### src/rtl/cfg_resp_pkg.sv
package cfg_resp_pkg;
  localparam int CMD_W = 2;
  localparam logic [7:0] OFS_CMD   = 8'h04;
  localparam logic [7:0] OFS_BAR0  = 8'h10;
  localparam logic [7:0] OFS_ILINE = 8'h3C;
  localparam logic [7:0] OFS_IPIN  = 8'h3D;
  localparam logic [5:0] DW_ID     = 6'h00;  // dword holding vendor/device
  localparam logic [5:0] DW_SUBID  = 6'h0B;  // dword 0x2C, mirrors identity
endpackage

### src/rtl/cfg_reg_file.sv
module cfg_reg_file
  import cfg_resp_pkg::*;
#(
  parameter int              IO_WIN_BITS = 5,
  parameter logic [CMD_W-1:0] CMD_RST    = 2'b11
) (
  input  logic             clk_i,
  input  logic             rst_ni,
  input  logic             wr_en_i,
  input  logic [7:0]       addr_i,
  input  logic [7:0]       wdata_i,
  output logic [CMD_W-1:0] cmd_o,
  output logic [31:0]      bar_o,
  output logic [7:0]       line_o
);
  localparam logic [31:0] BAR_MASK = 32'hFFFF_FFFF << IO_WIN_BITS;

  logic [CMD_W-1:0] cmd_q;
  logic [31:0]      bar_q;
  logic [7:0]       line_q;

  always_ff @(posedge clk_i or negedge rst_ni) begin
    if (!rst_ni) begin
      cmd_q  <= CMD_RST;
      line_q <= '0;
    end else if (wr_en_i) begin
      if (addr_i == OFS_CMD)   cmd_q  <= wdata_i[CMD_W-1:0];
      if (addr_i == OFS_ILINE) line_q <= wdata_i;
    end
  end

  for (genvar b = 0; b < 4; b++) begin : g_bar_byte
    always_ff @(posedge clk_i or negedge rst_ni) begin
      if (!rst_ni) begin
        bar_q[8*b +: 8] <= '0;
      end else if (wr_en_i && addr_i == OFS_BAR0 + 8'(b)) begin
        bar_q[8*b +: 8] <= wdata_i & BAR_MASK[8*b +: 8];
      end
    end
  end

  assign cmd_o  = cmd_q;
  assign bar_o  = bar_q;
  assign line_o = line_q;

  AST_LINE_WRITE: assert property (@(posedge clk_i) disable iff (!rst_ni)
    (wr_en_i && addr_i == OFS_ILINE) |=> line_o == $past(wdata_i));
endmodule

### src/rtl/cfg_rd_port.sv
module cfg_rd_port
  import cfg_resp_pkg::*;
#(
  parameter logic [15:0] VENDOR_ID   = 16'h071A,
  parameter logic [15:0] DEVICE_ID   = 16'hAB0B,
  parameter logic [7:0]  INT_PIN     = 8'h04,
  parameter int          IO_WIN_BITS = 5
) (
  input  logic             clk_i,
  input  logic             rst_ni,
  input  logic             rd_req_i,
  input  logic             func_ok_i,
  input  logic [7:0]       addr_i,
  input  logic [CMD_W-1:0] cmd_i,
  input  logic [31:0]      bar_i,
  input  logic [7:0]       line_i,
  output logic [7:0]       rdata_o
);
  localparam logic [31:0] ID_WORD = {DEVICE_ID, VENDOR_ID};

  logic [7:0] mux_d;
  logic [7:0] rdata_q;

  always_comb begin
    mux_d = '0;
    if (addr_i[7:2] == DW_ID || addr_i[7:2] == DW_SUBID) begin
      mux_d = ID_WORD[8*addr_i[1:0] +: 8];
    end else begin
      case (addr_i)
        OFS_CMD:          mux_d = {{(8-CMD_W){1'b0}}, cmd_i};
        OFS_BAR0:         mux_d = bar_i[7:0] | 8'h01;  // I/O space indicator
        OFS_BAR0 + 8'd1:  mux_d = bar_i[15:8];
        OFS_BAR0 + 8'd2:  mux_d = bar_i[23:16];
        OFS_BAR0 + 8'd3:  mux_d = bar_i[31:24];
        OFS_ILINE:        mux_d = line_i;
        OFS_IPIN:         mux_d = INT_PIN;
        default:          mux_d = '0;
      endcase
    end
  end

  always_ff @(posedge clk_i or negedge rst_ni) begin
    if (!rst_ni)       rdata_q <= '0;
    else if (rd_req_i) rdata_q <= func_ok_i ? mux_d : '0;
  end

  assign rdata_o = rdata_q;

  AST_CMD_UPPER_ZERO: assert property (@(posedge clk_i) disable iff (!rst_ni)
    (rd_req_i && func_ok_i && addr_i == OFS_CMD) |=> rdata_o[7:CMD_W] == '0);
  AST_BAR_IO_IND: assert property (@(posedge clk_i) disable iff (!rst_ni)
    (rd_req_i && func_ok_i && addr_i == OFS_BAR0)
    |=> (rdata_o[0] && rdata_o[IO_WIN_BITS-1:1] == '0));
  AST_PIN_CONST: assert property (@(posedge clk_i) disable iff (!rst_ni)
    (rd_req_i && func_ok_i && addr_i == OFS_IPIN) |=> rdata_o == INT_PIN);
  AST_OTHER_FUNC_ZERO: assert property (@(posedge clk_i) disable iff (!rst_ni)
    (rd_req_i && !func_ok_i) |=> rdata_o == 8'h00);
  AST_RDATA_HOLD: assert property (@(posedge clk_i) disable iff (!rst_ni)
    !rd_req_i |=> $stable(rdata_o));
endmodule

### src/rtl/cfg_io_decode.sv
module cfg_io_decode #(
  parameter int IO_WIN_BITS = 5,
  parameter int IO_DEC_BITS = 16
) (
  input  logic        io_cmd_i,
  input  logic [31:0] bar_i,
  output logic [31:0] io_base_o,
  output logic        io_en_o
);
  // only the decoded I/O address range counts toward a valid base
  assign io_base_o = {bar_i[31:IO_WIN_BITS], {IO_WIN_BITS{1'b0}}};
  assign io_en_o   = io_cmd_i && (|bar_i[IO_DEC_BITS-1:IO_WIN_BITS]);
endmodule

### src/rtl/cfg_space_resp.sv
module cfg_space_resp
  import cfg_resp_pkg::*;
#(
  parameter logic [15:0] VENDOR_ID   = 16'h071A,
  parameter logic [15:0] DEVICE_ID   = 16'hAB0B,
  parameter logic [7:0]  INT_PIN     = 8'h04,
  parameter int          IO_WIN_BITS = 5,
  parameter int          IO_DEC_BITS = 16,
  parameter int          FUNC_W      = 3
) (
  input  logic              clk_i,
  input  logic              rst_ni,
  input  logic              cfg_req_i,
  input  logic              cfg_we_i,
  input  logic [FUNC_W-1:0] cfg_func_i,
  input  logic [7:0]        cfg_addr_i,
  input  logic [7:0]        cfg_wdata_i,
  output logic [7:0]        cfg_rdata_o,
  output logic [31:0]       io_base_o,
  output logic              io_en_o
);
  logic             func_ok;
  logic             wr_en;
  logic             rd_req;
  logic [CMD_W-1:0] cmd;
  logic [31:0]      bar;
  logic [7:0]       line;

  assign func_ok = (cfg_func_i == '0);
  assign wr_en   = cfg_req_i && cfg_we_i && func_ok;
  assign rd_req  = cfg_req_i && !cfg_we_i;

  cfg_reg_file #(
    .IO_WIN_BITS (IO_WIN_BITS),
    .CMD_RST     (2'b11)
  ) i_regs (
    .clk_i   (clk_i),
    .rst_ni  (rst_ni),
    .wr_en_i (wr_en),
    .addr_i  (cfg_addr_i),
    .wdata_i (cfg_wdata_i),
    .cmd_o   (cmd),
    .bar_o   (bar),
    .line_o  (line)
  );

  cfg_rd_port #(
    .VENDOR_ID   (VENDOR_ID),
    .DEVICE_ID   (DEVICE_ID),
    .INT_PIN     (INT_PIN),
    .IO_WIN_BITS (IO_WIN_BITS)
  ) i_rd (
    .clk_i     (clk_i),
    .rst_ni    (rst_ni),
    .rd_req_i  (rd_req),
    .func_ok_i (func_ok),
    .addr_i    (cfg_addr_i),
    .cmd_i     (cmd),
    .bar_i     (bar),
    .line_i    (line),
    .rdata_o   (cfg_rdata_o)
  );

  cfg_io_decode #(
    .IO_WIN_BITS (IO_WIN_BITS),
    .IO_DEC_BITS (IO_DEC_BITS)
  ) i_dec (
    .io_cmd_i  (cmd[0]),
    .bar_i     (bar),
    .io_base_o (io_base_o),
    .io_en_o   (io_en_o)
  );

  AST_EN_CMD_OFF: assert property (@(posedge clk_i) disable iff (!rst_ni)
    (wr_en && cfg_addr_i == OFS_CMD && !cfg_wdata_i[0]) |=> !io_en_o);
  AST_BAR_TOP_WR: assert property (@(posedge clk_i) disable iff (!rst_ni)
    (wr_en && cfg_addr_i == OFS_BAR0 + 8'd3) |=> io_base_o[31:24] == $past(cfg_wdata_i));
  AST_OTHER_FUNC_NO_WR: assert property (@(posedge clk_i) disable iff (!rst_ni)
    (cfg_req_i && cfg_we_i && !func_ok) |=> $stable(io_base_o) && $stable(io_en_o));
endmodule

### config.mk
export PLATFORM = sky130hd
export DESIGN_NAME = cfg_space_resp
export DESIGN_NICKNAME = d
export VERILOG_FILES = /design/src/rtl/cfg_resp_pkg.sv /design/src/rtl/cfg_reg_file.sv /design/src/rtl/cfg_rd_port.sv /design/src/rtl/cfg_io_decode.sv /design/src/rtl/cfg_space_resp.sv
export SDC_FILE = /design/constraint.sdc
export NUM_CORES = 1
export LEC_CHECK = 0
export BUFFER_PORTS_ARGS = -buffer_cell sky130_fd_sc_hd__buf_2
export CAP_MARGIN = 20
export CORE_MARGIN = 2
export CORE_UTILIZATION = 53
export DETAILED_ROUTE_END_ITERATION = 10
export PLACE_DENSITY = 0.81
export SKIP_CTS_REPAIR_TIMING = 1
export SYNTH_ARGS = -nofsm -noshare
export SYNTH_HDL_FRONTEND = slang
export SYNTH_SLANG_ARGS = --single-unit
### constraint.sdc
create_clock -name clk_i -period 2.89 [get_ports clk_i]
set_input_delay 0.578 -clock clk_i [delete_from_list [all_inputs] [get_ports clk_i]]
set_output_delay 0.578 -clock clk_i [all_outputs]
set_load 0.01 [all_outputs]
## After elaboration in Yosys (flattened, before gate mapping)

Index checks and enable logic that the tools add are counted.

- Bits in registers: 45
- Bits in latches: 0
- ROM bits: 0
- Bits of input ports: 23
- Bits in writable memories: 0
- Memories: 0

- Add/sub/neg operators: 0
- $lt $le $gt $ge: 0
- Shifts and indexed selects: 1
- Bitwise operators: 0
- Equal/unequal tests: 8
- Div/mod/pow operators: 0
- Multipliers: 0
- Reductions and logical operators: 15
- Multiplexer cells: 3

Operator list:

| kind | number |
|---|---|
| $pmux W8 S7 | 1 |
| $eq A8 B5 Y1 const B | 4 |
| $shiftx A32 B6 Y8 const A | 1 |
| $eq A8 B6 Y1 const B | 2 |
| $mux W8 | 2 |
| $reduce_or A11 Y1 | 1 |
| $eq A8 B3 Y1 const B | 1 |
| $logic_and A1 B1 Y1 | 8 |
| $eq A6 B4 Y1 const B | 1 |
| $logic_not A6 Y1 | 1 |
| $reduce_and A2 Y1 | 2 |
| $logic_not A3 Y1 | 1 |
| $logic_not A1 Y1 | 1 |
| $logic_or A1 B1 Y1 | 1 |

## Longest topological paths before layout

- Depth after elaboration: 4
- Mapped depth: 6

## Cells and area by module

Synthesis repeated with hierarchy kept, for this count alone.

- Cell total of the unflattened synthesis: 223
- Area, all modules: 2,587.5 um^2

Modules (own cells, without submodules):

| module | times used | seq. area each (um^2) | cells each | area each (um^2) |
|---|---|---|---|---|
| cfg_reg_file | 1 | 928.4 | 91 | 1,503.9 |
| cfg_rd_port | 1 | 200.2 | 91 | 789.5 |
| cfg_io_decode | 1 | 0.0 | 38 | 271.5 |
| cfg_space_resp | 1 | 0.0 | 3 | 22.5 |

## Least setup slack after synthesis

No wires, ideal clock.

- Kind: input to register
- Start: input cfg_func_i[1]
- End: register i_regs.bar_q[10] (netlist: i_regs.bar_o[10])
- Arrival time: 1.890 ns
- Data required time: 2.765 ns
- Cell stages on the path: 4
- Slack: 0.875 ns
- Path buffers: 0
- Setup time: 0.125 ns
- Cell sequence: nor4b_4 -> nand2_2 -> nor4_4 -> mux2_2

- Longest elaborated chain between the ends: 3

Ends and longest elaborated chain:

| item | RTL line | source |
|---|---|---|
| from (decl) | cfg_space_resp.sv:15 | `input logic [FUNC_W-1:0] cfg_func_i,` |
| $logic_not A3 Y1 | cfg_space_resp.sv:29 | `assign func_ok = (cfg_func_i == '0);` |
| $logic_and A1 B1 Y1 | cfg_space_resp.sv:30 | `assign wr_en = cfg_req_i && cfg_we_i && func_ok;` |
| $logic_and A1 B1 Y1 | cfg_reg_file.sv:36 | `end else if (wr_en_i && addr_i == OFS_BAR0 + 8'(b)) begin` |
| to (signal, indexed assignment) | cfg_reg_file.sv:37 | `bar_q[8*b +: 8] <= wdata_i & BAR_MASK[8*b +: 8];` |
| to (decl) | cfg_reg_file.sv:19 | `logic [31:0] bar_q;` |

Every way passes these cells.
A chain may end at the register's enable or synchronous reset.

## Worst setup path in the final report

- Start: input cfg_func_i[1]
- End: register i_regs.bar_q[8] (netlist: i_regs.bar_o[8])

Same word-level chain as after synthesis.

==> impl_metrics.tcl <==
set metrics [dict create \
    drc 0 \
    grt_pass1_wl_um 9010 \
    synth_area_mm2 0.00236 \
    comb_power_share 0.077 \
    core.rowCount 24 \
    period_minus_slack_ps 2060 \
    ant_nets 0 \
    ir_drop_uv 297 \
    initial_core_util 0.545 \
    p_int_w 0.000943 \
    syn_inst 191 \
    switchingPower_w 0.000272 \
    synth.area.top_cells "dfrtp_1, mux2_2, dfstp_2" \
    drive_above_1_share 0.476 \
    yosysTopAreaCell "dfrtp_1" \
    skew_ps 8.47 \
    dpl.hpwl_um 4000 \
    die_h_um 70.7 \
    ys_async_sr_fraction 1.00 \
    cp-end-kind "flop" \
    place_ws_ps 527 \
    cp_slowest_cell "nor4_4" \
    relSlewSlack 0.349 \
    power_w 0.00121 \
    cts_root_buffer "clkbuf_8" \
    critPathMaxFanout 8 \
    via_per_inst 6.00 \
    worstSetupStartpointType "input pin" \
    crit_path_cell_trace "buf_2 > nor4b_4 > nand2_2 > nor4_4 > mux2_2" \
    grt-ovfl-total 0 \
    initialDrtViolationCount 109 \
    synth.most_common_cell "dfrtp_1" \
    ys.flop_type "dfrtp_1" \
    core_area_mm2 0.00432 \
    fin_crit_sh 0.714 \
    synth_edf_count 0 \
    yosysWarnings 0 \
    yosysSeqAreaShare 0.479 \
    finalMaxSlewViolations 0 \
    status "completed" \
    clk_pin_slew_worst_paths_ps 90 \
    diodes 0 \
    io_pins 64 \
    setup_ws_ps 827 \
    p_seq_frac 0.522 \
    routed_wirelength_um 5570 \
    wire_per_inst_um 18.4 \
    max_freq_mhz 485 \
    grt_max_degree 46 \
    grt_usage 0.233 \
    clock_power_share 0.401 \
    synth_top_area_frac 0.457 \
    clk_latency_ps 300 \
    cts_tree "done" \
    finalWeightedCongestion 0.845 \
    rsz0062_at_grt "no" \
    area_growth_pct 18.2 \
    avgSynthCellArea_um2 12.3 \
    htree_num_levels 2 \
    fin_nets 272 \
    synth-seq-cells 45 \
    p_sw_frac 0.224 \
    fin_cells 302 \
    port_buffers 58 \
    criticalPathCategory "input pin to flop" \
    via_count 1811 \
    p_leak_nw 1.40 \
    cap_violations 0 \
    first_pass_iters 4 \
    dp_cells 294 \
    setup_viol 0 \
    synthTopCellsByCount "dfrtp_1, mux2_2, nand2_1, o21ai_0" \
    whs_ps 435 \
    die_x_um 70.7 \
    grt_pass1_vias 1738 \
    cp_slowest_stage_delay_ps 570 \
    power_density_mw_per_mm2 436 \
    cp.arrival_ps 2240 \
    hold_violations 0 \
    cts_buffers 5 \
    fin_setup_tns_ps 0 \
    dieArea_mm2 0.00499 \
    antenna_found_initial 0 \
    clock_path_buffers 2 \
    tightest_slew_ps 976 \
    synth_cell_types 47 \
    cp.required_ps 3070 \
    hold_path_class "input pin to asynchronous set/reset pin" \
    cts_sinks 45 \
]
[sequential cells by signal, indices dropped and copies added, names as in the netlist]
name	flops
i_regs.cmd_o	2
i_regs.bar_o	27
i_regs.line_o	8
i_rd.rdata_o	8
[layout by cell type, fill, tap and decap left out, drive strengths merged, types with 3 or more instances in the layout]
cell type  instances
mux2i              3
a31oi              6
clkbuf             7
conb               5
a21oi              3
nor3               3
o21ai              7
nor2               3
a221o              3
buf               59
mux2              39
inv                3
nor2b              4
a22o               4
nand3              7
nand3b             4
a32o               3
dfrtp             43
a22oi              4
nor4               6
nand2             11
[per-layer routing]
metal	up-vias	track usage	part of all wire
met5	-	0	0
met4	0	0.0755	0.021
met3	12	0.0584	0.082
met2	102	0.374	0.46
met1	858	0.315	0.43
li1	839	-	-
[power by group through the flow]
stage               registers, W  logic [W]  clock network, W
global route            0.000635   0.000102          0.000520
CTS                     0.000634  0.0000931          0.000492
detailed placement      0.000646  0.0000926                 0
floorplan               0.000647  0.0000437                 0
finish                  0.000634  0.0000934          0.000487
global placement        0.000646  0.0000905                 0
[critical path, delay by kind of cell]
family / cells / cell delay (ps)
buffers and inverters: 1 / 110
multiplexers: 1 / 410
AND/OR/NAND/NOR: 3 / 1150
[cell type report]
cell class	instances	area, µm²
repair buffers	59	298
well taps	52	65.1
flip-flops and latches	45	1130
multi-input cells	135	1170
inverters	3	11.3
clock inverters	1	30.0
fillers	359	1540
clock buffers	7	86.3
[cells by family after synthesis]
logic type	count (synthesis)	synth area share
compound gates	38	0.128
flops	45	0.479
mux	42	0.199
other cells	1	0.00159
buf+inv	15	0.0324
simple gates	50	0.160
[path summary, 6_finish.rpt]
kind / slack (ps) / to / depth (start not counted) / from
worst max-delay path: 830 / i_regs.bar_o[8] / 5 / cfg_func_i[1]
worst min-delay path: 440 / i_rd.rdata_o[7] / 1 / rst_ni
worst max register to register: 1460 / i_rd.rdata_o[2] / 4 / i_regs.bar_o[10]
worst min register to register: 490 / i_rd.rdata_o[2] / 1 / i_rd.rdata_o[2]
max in group asynchronous: 1850 / i_regs.line_o[4] / 1 / rst_ni
min in group clk_i: 490 / i_rd.rdata_o[2] / 1 / i_rd.rdata_o[2]
[through the flow]
step	cell area (µm²)	util
after floorplan	2370	-
after global placement	2670	0.617
after detailed placement	2670	0.617
after CTS	2790	0.644
after global routing	2790	0.644
final	2790	0.644
Power figures use the tool's default switching activity.
